### src/rtl/ide_bridge_pkg.sv
package ide_bridge_pkg;
    localparam int BYTE_W = 8;

    typedef enum logic [1:0] {
        ACC_NONE = 2'd0,
        ACC_RD   = 2'd1,
        ACC_WR   = 2'd2
    } acc_kind_t;

    typedef struct packed {
        logic              phase;
        logic              busy;
        logic [BYTE_W-1:0] hold;
    } seq_state_t;
endpackage

### src/rtl/ide_bridge_decode.sv
module ide_bridge_decode
    import ide_bridge_pkg::*;
#(
    parameter int ADDR_W    = 4,
    parameter int DATA_ADDR = 0,
    parameter int NUM_CS    = 2
) (
    input  logic              cpu_sel,
    input  logic [ADDR_W-1:0] cpu_addr,
    input  logic              cpu_rd,
    input  logic              cpu_wr,
    input  logic              phase,
    output acc_kind_t         kind,
    output logic [NUM_CS-1:0] cs_n,
    output logic              cpu_oe,
    output logic              hi_oe
);
    localparam int CS_BITS = (NUM_CS > 1) ? $clog2(NUM_CS) : 1;

    logic rd_s, wr_s, data_hit, pass_cs;
    logic [CS_BITS-1:0] cs_idx;

    always_comb begin
        rd_s     = cpu_sel & cpu_rd & ~cpu_wr;
        wr_s     = cpu_sel & cpu_wr & ~cpu_rd;
        data_hit = (cpu_addr == ADDR_W'(DATA_ADDR));
        cs_idx   = CS_BITS'(cpu_addr[ADDR_W-1]);

        kind = ACC_NONE;
        if (data_hit && rd_s) kind = ACC_RD;
        if (data_hit && wr_s) kind = ACC_WR;

        // drive is selected on first-phase reads, second-phase writes,
        // and every access to a non-data register
        pass_cs = (rd_s | wr_s) &
                  (~data_hit | (rd_s & ~phase) | (wr_s & phase));

        for (int i = 0; i < NUM_CS; i++) begin
            cs_n[i] = ~(pass_cs && (int'(cs_idx) == i));
        end

        cpu_oe = (kind == ACC_RD) & phase;
        hi_oe  = (kind == ACC_WR) & phase;
    end
endmodule

### src/rtl/ide_bridge_seq.sv
module ide_bridge_seq
    import ide_bridge_pkg::*;
(
    input  logic              clk,
    input  logic              rst_n,
    input  acc_kind_t         kind,
    input  logic [BYTE_W-1:0] ide_hi_in,
    input  logic [BYTE_W-1:0] cpu_din,
    output logic              phase,
    output logic [BYTE_W-1:0] hold
);
    seq_state_t state_d, state_q;
    logic busy_now;

    always_comb begin
        busy_now = (kind != ACC_NONE);
        state_d  = state_q;
        state_d.busy = busy_now;
        if (!state_q.phase && kind == ACC_RD) state_d.hold = ide_hi_in;
        if (!state_q.phase && kind == ACC_WR) state_d.hold = cpu_din;
        // trailing edge of a data-register access
        if (state_q.busy && !busy_now) state_d.phase = ~state_q.phase;
    end

    always_ff @(posedge clk) begin
        if (!rst_n) state_q <= '0;
        else        state_q <= state_d;
    end

    assign phase = state_q.phase;
    assign hold  = state_q.hold;

    assert_flip_R5: assert property (@(posedge clk) disable iff (!rst_n)
        (state_q.busy && !busy_now) |=> (state_q.phase != $past(state_q.phase)))
        else $error("phase did not flip at end of access");

    assert_still_R5: assert property (@(posedge clk) disable iff (!rst_n)
        !(state_q.busy && !busy_now) |=> $stable(state_q.phase))
        else $error("phase moved without an access ending");

    assert_capture_R3: assert property (@(posedge clk) disable iff (!rst_n)
        (!state_q.phase && kind == ACC_RD) |=> (state_q.hold == $past(ide_hi_in)))
        else $error("high byte not captured");

    assert_keep_R4: assert property (@(posedge clk) disable iff (!rst_n)
        state_q.phase |=> $stable(state_q.hold))
        else $error("held byte changed in second phase");
endmodule

### src/rtl/ide_bridge.sv
module ide_bridge
    import ide_bridge_pkg::*;
#(
    parameter int ADDR_W    = 4,
    parameter int DATA_ADDR = 0
) (
    input  logic              clk,
    input  logic              rst_n,
    input  logic              cpu_sel,
    input  logic [ADDR_W-1:0] cpu_addr,
    input  logic              cpu_rd,
    input  logic              cpu_wr,
    input  logic [BYTE_W-1:0] cpu_din,
    output logic [BYTE_W-1:0] cpu_dout,
    output logic              cpu_doe,
    input  logic [BYTE_W-1:0] ide_hi_in,
    output logic [BYTE_W-1:0] ide_hi_out,
    output logic              ide_hi_oe,
    output logic [1:0]        ide_cs_n
);
    acc_kind_t         kind;
    logic              phase;
    logic [BYTE_W-1:0] hold;

    ide_bridge_decode #(
        .ADDR_W(ADDR_W), .DATA_ADDR(DATA_ADDR), .NUM_CS(2)
    ) u_decode (
        .cpu_sel(cpu_sel), .cpu_addr(cpu_addr), .cpu_rd(cpu_rd),
        .cpu_wr(cpu_wr), .phase(phase), .kind(kind), .cs_n(ide_cs_n),
        .cpu_oe(cpu_doe), .hi_oe(ide_hi_oe)
    );

    ide_bridge_seq u_seq (
        .clk(clk), .rst_n(rst_n), .kind(kind), .ide_hi_in(ide_hi_in),
        .cpu_din(cpu_din), .phase(phase), .hold(hold)
    );

    assign cpu_dout   = hold;
    assign ide_hi_out = hold;

    assert_cpu_drive_R4: assert property (@(posedge clk) disable iff (!rst_n)
        cpu_doe |-> (&ide_cs_n))
        else $error("drive selected while block drives cpu bus");

    assert_hi_drive_R7: assert property (@(posedge clk) disable iff (!rst_n)
        ide_hi_oe |-> !ide_cs_n[0])
        else $error("upper lines driven without drive selected");

    assert_window_R9: assert property (@(posedge clk) disable iff (!rst_n)
        !cpu_sel |-> ((&ide_cs_n) && !cpu_doe && !ide_hi_oe))
        else $error("activity outside window");

    assert_exclusive_R10: assert property (@(posedge clk) disable iff (!rst_n)
        !(cpu_doe && ide_hi_oe))
        else $error("both drivers enabled");
endmodule

### config.mk
export PLATFORM = sky130hd
export DESIGN_NAME = ide_bridge
export DESIGN_NICKNAME = d
export VERILOG_FILES = /design/src/rtl/ide_bridge_pkg.sv /design/src/rtl/ide_bridge_decode.sv /design/src/rtl/ide_bridge_seq.sv /design/src/rtl/ide_bridge.sv
export SDC_FILE = /design/constraint.sdc
export NUM_CORES = 1
export LEC_CHECK = 0
export ABC_AREA = 1
export BUFFER_PORTS_ARGS = -buffer_cell sky130_fd_sc_hd__buf_2
export CAP_MARGIN = 20
export CORE_AREA = 2 2 45 47
export DETAILED_ROUTE_END_ITERATION = 6
export DIE_AREA = 0 0 47 49
export PLACE_DENSITY = 0.81
export SYNTH_ARGS = -nofsm -noshare
export SYNTH_HDL_FRONTEND = slang
export SYNTH_SLANG_ARGS = --single-unit
### constraint.sdc
create_clock -name clk -period 2.7 [get_ports clk]
set_input_delay 0.81 -clock clk [delete_from_list [all_inputs] [get_ports clk]]
set_output_delay 0.81 -clock clk [all_outputs]
set_load 0.03 [all_outputs]
* Yosys cells after proc, flatten, opt, wreduce, memory -nomap -nowiden
Cells that the tools add are included.
** Word-level totals
- Bits of input ports :: 25
- Register bits after elaboration :: 10
- Output and inout bits :: 20
- Logic and storage cells :: 40
** Operators by class
- Reduce and logical (&&, ||, !) cells :: 12
- Eq/ne operators :: 2
- Bitwise logic cells :: 19
- Multiplexer cells :: 4
** Operator list (number)
- $mux W8 :: 2
- $and A1 B1 Y1 :: 9
- $logic_and A1 B1 Y1 :: 7
- $not A1 Y1 :: 7
- $logic_not A4 Y1 :: 1
- $reduce_bool A2 Y1 :: 2
- $or A1 B1 Y1 :: 3
- $eq A2 B1 Y1 const B :: 1
- $eq A2 B2 Y1 const B :: 1
- $logic_not A1 Y1 :: 2
- $mux W2 :: 1
- $mux W1 :: 1

* Longest topological paths before layout
Gate-level depths: netlist (run 1).
- Word-level depth :: 9
- Depth in mapped cells :: 8

* Modules after synthesis
Synthesis (run 1) repeated with hierarchy kept, for this count alone.
** Unflattened totals
- Cell total of the unflattened synthesis :: 137
- Area total of the unflattened synthesis :: 793.3 µm²
** Modules (own cells, without submodules)
- ide_bridge_seq :: times used 1, sequential area each 200.2 µm², cells an instance 108, area each 634.4 µm²
- ide_bridge_decode :: times used 1, sequential area each 0.0 µm², cells an instance 21, area each 98.8 µm²
- ide_bridge :: times used 1, sequential area each 0.0 µm², cells an instance 8, area each 60.1 µm²

* Worst setup path before layout (run 1)
No wires, ideal clock.
- Kind :: input port to output port
- From :: input cpu_addr[3]
- To :: output cpu_doe
- Path buffers :: 0
- Path slack :: 0.325 ns
- Required time :: 1.890 ns
- Data arrival time :: 1.565 ns
- Stages on the path :: 5
- Cell sequence :: nor2_2 > nand2_2 > nor2_1 > inv_1 > nor2_1
** Between the ends
- Cells in the longest elaborated chain, start to end :: 6
** RTL lines
- start, declared :: line ide_bridge.sv:10 : input logic [ADDR_W-1:0] cpu_addr,
- $logic_not A4 Y1 (*) :: line ide_bridge_decode.sv:26 : data_hit = (cpu_addr == ADDR_W'(DATA_ADDR));
- $logic_and A1 B1 Y1 :: line ide_bridge_decode.sv:30 : if (data_hit && rd_s) kind = ACC_RD;
- $mux W1 :: line ide_bridge_decode.sv:30
- $mux W2 (*) :: line ide_bridge_decode.sv:31 : if (data_hit && wr_s) kind = ACC_WR;
- $eq A2 B1 Y1 (*) :: line ide_bridge_decode.sv:42 : cpu_oe = (kind == ACC_RD) & phase;
- $and A1 B1 Y1 (*) :: line ide_bridge_decode.sv:42
- end, declared :: line ide_bridge.sv:15 : output logic cpu_doe,
Mark *: on every way between the ends. The rest lies on a longest branch, timed or not.

* Final worst setup path (run 1)
- From :: input cpu_rd
- To :: output ide_cs_n[1]
** Between the ends
- Cells in the longest elaborated chain, start to end :: 8
** RTL lines
- start, declared :: line ide_bridge.sv:11 : input logic cpu_rd,
- $and A1 B1 Y1 (2 in series) :: line ide_bridge_decode.sv:24 : rd_s = cpu_sel & cpu_rd & ~cpu_wr;
- $and A1 B1 Y1 :: line ide_bridge_decode.sv:36 : (~data_hit | (rd_s & ~phase) | (wr_s & phase));
- $or A1 B1 Y1 (2 in series) :: line ide_bridge_decode.sv:36
- $and A1 B1 Y1 (*) :: line ide_bridge_decode.sv:35 : pass_cs = (rd_s | wr_s) &
- $logic_and A1 B1 Y1 (*) :: line ide_bridge_decode.sv:39 : cs_n[i] = ~(pass_cs && (int'(cs_idx) == i));
- $not A1 Y1 (*) :: line ide_bridge_decode.sv:39
- end, declared :: line ide_bridge.sv:19 : output logic [1:0] ide_cs_n
Marks and branches as above.

==> results of run 1 <==
-- critical path: stages --
cell and delay [ns]:
buf_2 0.13, inv_1 0.05, nand3_1 0.14, o22ai_1 0.25, nand2_1 0.07, buf_2 0.18
-- flip-flops by register name, summed over array words and instances (netlist names) --
name           count
u_seq.hold         8
u_seq.phase        1
u_seq.state_q      1
-- worst paths after layout --
| check | start | endpoint | cells past startpoint |
|---|---|---|---|
| max | cpu_rd | ide_cs_n[1] | 6 |
| min | u_seq.hold[0] | u_seq.hold[0] | 4 |
| min reg2reg | u_seq.hold[0] | u_seq.hold[0] | 4 |
| max reg2reg | u_seq.phase | u_seq.hold[1] | 6 |
-- logic make-up after synthesis --
logic type,synth area share
buf+inv,0.3196
flops,0.2446
simple gates,0.3486
compound gates,0.08716
-- per-layer routing --
metal / GRT usage / part of all wire
met5: 0 / 0
met4: 0.08333 / 0.026
met3: 0.01852 / 0.072
met2: 0.2466 / 0.51
met1: 0.1561 / 0.40
-- power groups by stage --
stage	Combinational, mW	Sequential, mW	Clock, mW
2_1_floorplan	0.0411	0.154	0
3_3_place_gp	0.0613	0.154	0
3_5_place_dp	0.0628	0.154	0
4_1_cts	0.0630	0.151	0.0986
5_1_grt	0.0691	0.151	0.109
6_report	0.0624	0.151	0.0972
-- cells in the final DEF (no fill, tap or decap) --
cell      netlist  routed
buf_2           0      44
a21oi_1         1       1
nand2_1        20      20
nor2_1         29      29
o22ai_1         1       1
nor2_4          3       3
nand3_1         2       2
dfxtp_1        10      10
nand2_4         2       2
o211ai_1        8       8
clkbuf_4        0       3
inv_1          31      31
nor2_2          1       1
nand3_2         1       1
nand2_2         3       3
buf_4          16       1
-- Yosys cell counts, drive strengths merged --
cell type	count
nand2	25
nor2	33
a21oi	1
o22ai	1
buf	17
o211ai	8
inv	31
dfxtp	10
clkbuf	1
nand3	3
-- layout make-up --
type	count	area share
clock buffers	3	0.02353
inverters	31	0.1216
multi-input cells	71	0.3725
flip-flops and latches	10	0.2092
well taps	27	0.03529
repair buffers	45	0.2379
-- metrics by stage --
step | setup WS, ns | area (µm²) | util | power, mW | hold slack (ns)
after floorplan | 0.3248 | 818.3 | - | 0.1949 | 0.4767
final | 0.2584 | 957.2 | 0.5197 | 0.3102 | 0.5239
after CTS | 0.2458 | 957.2 | 0.5197 | 0.3121 | 0.5287
after detailed placement | 0.2497 | 934.6 | 0.5075 | 0.2167 | 0.5150
after global placement | 0.3015 | 934.6 | 0.5075 | 0.2150 | 0.4862
after global routing | 0.1583 | 957.2 | 0.5197 | 0.3285 | 0.5519
==> impl_metrics.env, run 1 <==
export IMPL_outcome="complete, no violations"
export IMPL_worst_slew_margin_rel=0.8466
export IMPL_period_share=0.9043
export IMPL_ctsResizeCount=0
export IMPL_start_util=0.4443
export IMPL_grt_pass1_vias=636
export IMPL_ios=45
export IMPL_place_congestion=0.7106
export IMPL_finalMaxSlewViolations=0
export IMPL_rows=16
export IMPL_max_slew_worst_pin_slew_ns=0.2296
export IMPL_yosysWarnings=0
export IMPL_io_buffers=44
export IMPL_yosysSeqAreaShare=0.2446
export IMPL_syn_inst=130
export IMPL_wl_per_cell_um=8.225
export IMPL_ys_ff_latch=10
export IMPL_syn_nets=155
export IMPL_layout_nets=187
export IMPL_grt_max_degree=11
export IMPL_power_frac_comb=0.201
export IMPL_clkTransAtPathRegs_ns=0.06
export IMPL_grt_total_usage=0.1428
export IMPL_power_density_nw_per_um2=324.0
export IMPL_cts_sinks=10
export IMPL_clkPwrFrac=0.313
export IMPL_die_w_um=47
export IMPL_drt_iter0_markers=10
export IMPL_max_freq_mhz=409.6
export IMPL_swShare=0.2747
export IMPL_cts_buffers_inserted=3
export IMPL_min_period_ns=2.442
export IMPL_antenna_found_initial=0
export IMPL_clk_latency_ns=0.26
export IMPL_drive_above_1_share=0.3625
export IMPL_worstSetupPathType="input pin to primary output"
export IMPL_crit_path_end_kind="primary output"
export IMPL_grt_ovfl_total=0
export IMPL_tritoncts="yes"
export IMPL_p_leak_nw=0.6124
export IMPL_area_growth_pct=16.97
export IMPL_htreeDepth=1
export IMPL_netlist_area_leader_share=0.2446
export IMPL_holdBufCountCts=0
export IMPL_die_h_um=49
export IMPL_fill_cells=200
export IMPL_hpwl_um=1226
export IMPL_crit_arrival_ns=1.63
export IMPL_p_sw_mw=0.08520
export IMPL_vias=780
export IMPL_skew_ns=0.003729
export IMPL_p_seq_frac=0.485
export IMPL_regArea_um2=200.2
export IMPL_cts_setup_buffers=0
export IMPL_cts_root_buffer="clkbuf_4"
export IMPL_cts_buffer_depth=2
export IMPL_grt_pass1_wl_um=2428
export IMPL_vias_per_cell=4.171
export IMPL_cap_violations=0
export IMPL_irDropWorstVdd_mv=0.1797
export IMPL_remaining_drc_errors=0
export IMPL_setup_tns_ns=0
export IMPL_startpoint_type="input pin"
export IMPL_rsz0062_at_grt="no"
export IMPL_dp_cells=184
export IMPL_syn_area_um2=818.3
export IMPL_ys_top_cells_by_area="dfxtp_1, buf_4, inv_1"
export IMPL_hold_viol_final=0
export IMPL_ant_nets=0
export IMPL_yosys_area_top_type="dfxtp_1"
export IMPL_instances_no_fill=187
export IMPL_multi_input_comb_area_um2=356.6
export IMPL_first_pass_iters=4
export IMPL_syn_avg_cell_area_um2=6.294
export IMPL_totalWireLength_um=1538
export IMPL_setup_violations=0
export IMPL_n_antenna_cell=0
export IMPL_core_um2=1842
export IMPL_synth_distinct_cells=16
export IMPL_dieArea_um2=2303
export IMPL_path_max_fanout=3
export IMPL_worstHoldPathType="register to register"
export IMPL_rrSetupSlack_ns=1.58
export IMPL_p_int_mw=0.2249
export IMPL_required_ns=1.89
Note: power is estimated with default switching activity, not from simulation.
==> run 2: changes to the inputs <==
--- a/config.mk
+++ b/config.mk
@@ -11,7 +11,8 @@
 export CORE_AREA = 2 2 45 47
 export DETAILED_ROUTE_END_ITERATION = 6
 export DIE_AREA = 0 0 47 49
-export PLACE_DENSITY = 0.81
+export PLACE_DENSITY = 0.8
 export SYNTH_ARGS = -nofsm -noshare
 export SYNTH_HDL_FRONTEND = slang
+export SYNTH_HIERARCHICAL = 1
 export SYNTH_SLANG_ARGS = --single-unit
==> run 2 against run 1 <==
  * Final area down 2.5%
  * Via count down 1.3%
  * Synthesized cell count up 5.4%
  * Sequential cell count unchanged
  * Non-clock buffer count down 1
  * Combinational power down 12%
  * Critical path type unchanged
  * Highest routed layer unchanged
==> impl_metrics.env, run 2 <==
export IMPL_n_antenna_cell=0
export IMPL_critPathCapture="ide_cs_n[0]"
export IMPL_cts_buffer_depth=2
export IMPL_hold_viol_final=0
export IMPL_ctsResizeCount=0
export IMPL_worstHoldPathType="register to register"
export IMPL_synth_async_sr_flop_share=0
export IMPL_cap_violations=0
export IMPL_syn_avg_cell_area_um2=5.790
export IMPL_layout_nets=193
export IMPL_worstSetupPathType="input pin to primary output"
export IMPL_first_pass_iters=4
export IMPL_clk_latency_ns=0.26
export IMPL_setup_tns_ns=0
export IMPL_place_congestion=0.6715
export IMPL_crit_path_end_kind="primary output"
export IMPL_vias=770
export IMPL_synth_edff_count=0
export IMPL_vias_per_cell=3.990
export IMPL_wl_per_cell_um=8.383
export IMPL_max_freq_mhz=426.0
export IMPL_ios=45
export IMPL_grt_pass1_wl_um=2559
export IMPL_synth_most_common_cell="nand2_1"
export IMPL_die_w_um=47
export IMPL_mostFrequentLayoutCells="buf_2, nand2_1, nor2_1, inv_1, dfxtp_1"
export IMPL_synth_distinct_cells=15
export IMPL_core_um2=1842
export IMPL_ys_top_cells_by_area="dfxtp_1, nand2_1, buf_4"
export IMPL_start_util=0.4307
export IMPL_r2r_end="u_seq/hold[6]"
export IMPL_totalWireLength_um=1618
export IMPL_max_slew_worst_pin_slew_ns=0.3494
export IMPL_cts_setup_buffers=0
export IMPL_reg2regPathDepth=6
export IMPL_crit_arrival_ns=1.54
export IMPL_rows=16
export IMPL_clkTransAtPathRegs_ns=0.06
export IMPL_ant_nets=0
export IMPL_p_leak_nw=0.5805
export IMPL_cts_buffers_inserted=3
export IMPL_synth_ff_type="dfxtp_1"
export IMPL_skew_ns=0.0005236
export IMPL_cts_root_buffer="clkbuf_4"
export IMPL_outcome="complete, no violations"
export IMPL_postLayoutCoreUtil=0.5068
export IMPL_drt_iter0_markers=11
export IMPL_rsz0062_at_grt="no"
export IMPL_holdBufCountCts=0
export IMPL_io_buffers=44
export IMPL_largest_reg_flops=8
export IMPL_rrSetupSlack_ns=1.59
export IMPL_htreeDepth=1
export IMPL_synthTopCellsByCount="nand2_1, nor2_1, inv_1"
export IMPL_crit_start="cpu_addr[0]"
export IMPL_grt_max_degree=18
export IMPL_antenna_found_initial=0
export IMPL_final_common_cell="buf_2"
export IMPL_dieArea_um2=2303
export IMPL_irDropWorstVdd_mv=0.1389
export IMPL_ys_ff_latch=10
export IMPL_path_max_fanout=3
export IMPL_drive_above_1_share=0.3253
export IMPL_setup_violations=0
export IMPL_r2r_start="u_seq/phase"
export IMPL_die_h_um=49
export IMPL_power_mw=0.3063
export IMPL_required_ns=1.89
export IMPL_area_growth_pct=17.67
export IMPL_syn_area_um2=793.3
export IMPL_period_share=0.8694
export IMPL_grt_total_usage=0.1560
export IMPL_worst_slew_margin_rel=0.7662
export IMPL_syn_inst=137
export IMPL_grt_ovfl_total=0
export IMPL_yosysSeqAreaShare=0.2524
export IMPL_remaining_drc_errors=0
export IMPL_cts_sinks=10
export IMPL_finalMaxSlewViolations=0
export IMPL_min_period_ns=2.347
export IMPL_netlist_area_leader_share=0.2524
export IMPL_power_density_nw_per_um2=328.1
export IMPL_hpwl_um=1267
export IMPL_hold_ws_ns=0.4808
export IMPL_yosys_area_top_type="dfxtp_1"
export IMPL_grt_pass1_vias=663
export IMPL_yosysWarnings=6
export IMPL_tritoncts="yes"
export IMPL_startpoint_type="input pin"
export IMPL_syn_nets=162
==> run 2: changes by cell type in the layout (fill, tap and decap cells not counted), sizes merged <==
cell | before | now
o21ai | 0 | 1
buf | 45 | 44
o211ai | 8 | 0
o22ai | 1 | 0
nor2 | 33 | 35
nand2 | 25 | 45
inv | 31 | 23
nand3b | 0 | 1
==> run 2: metrics by stage <==
step,setup WS [ns],std cells,instance area (µm²)
global placement,0.3982,190,910.9
detailed placement,0.3480,190,910.9
finish,0.3526,193,933.4
CTS,0.3454,193,933.4
floorplan,0.4460,137,793.3
global route,0.2715,193,933.4
==> run 2: logic make-up after synthesis <==
kind of cell,share of synthesized area
AO/OA/AOI/OAI,0.01261
buffers and inverters,0.2808
flip-flops,0.2524
AND/OR/NAND/NOR,0.4543
==> run 2: how the worst min path moves through the flow <==
stage / end / start / depth (start not counted) / slack (ns)
6_report: u_seq/phase / u_seq/state_q[8] / 2 / 0.48
5_1_grt: u_seq/phase / u_seq/state_q[8] / 2 / 0.52
4_1_cts: u_seq/phase / u_seq/state_q[8] / 2 / 0.48
3_5_place_dp: u_seq/phase / u_seq/state_q[8] / 2 / 0.47
3_3_place_gp: u_seq/phase / u_seq/state_q[8] / 2 / 0.46
2_1_floorplan: u_seq/phase / u_seq/state_q[8] / 2 / 0.44
==> run 2: where the power goes <==
| group | internal (mW) | leakage [nW] | switching, mW |
|---|---|---|---|
| registers | 0.149 | 0.0807 | 0.00119 |
| clock network | 0.0514 | 0.0138 | 0.0491 |
| logic | 0.0231 | 0.486 | 0.0320 |
| total | 0.224 | 0.580 | 0.0823 |
==> run 2: layer usage <==
metal / wire [µm] / global-route usage / vias up
li1: - / - / 437
met1: 639 / 0.1575 / 301
met2: 826 / 0.2648 / 30
met3: 125 / 0.03333 / 2
met4: 27 / 0.1111 / 0
met5: 0 / 0 / -
==> run 2: cell type report <==
class                           count  area [µm²]
Clock buffer                        3       22.52
Inverter                           23       86.33
Multi-Input combinational cell     86       370.4
Sequential cell                    10       200.2
Fill cell                         216       908.4
Timing Repair Buffer               44       220.2
Tap cell                           27       33.78
==> run 2: worst max-delay path: stages <==
cell     delay (ns)
buf_2          0.10
nor2_2         0.15
nand3_2        0.10
nand2_1        0.07
nand2_1        0.06
nand2_1        0.05
buf_2          0.19
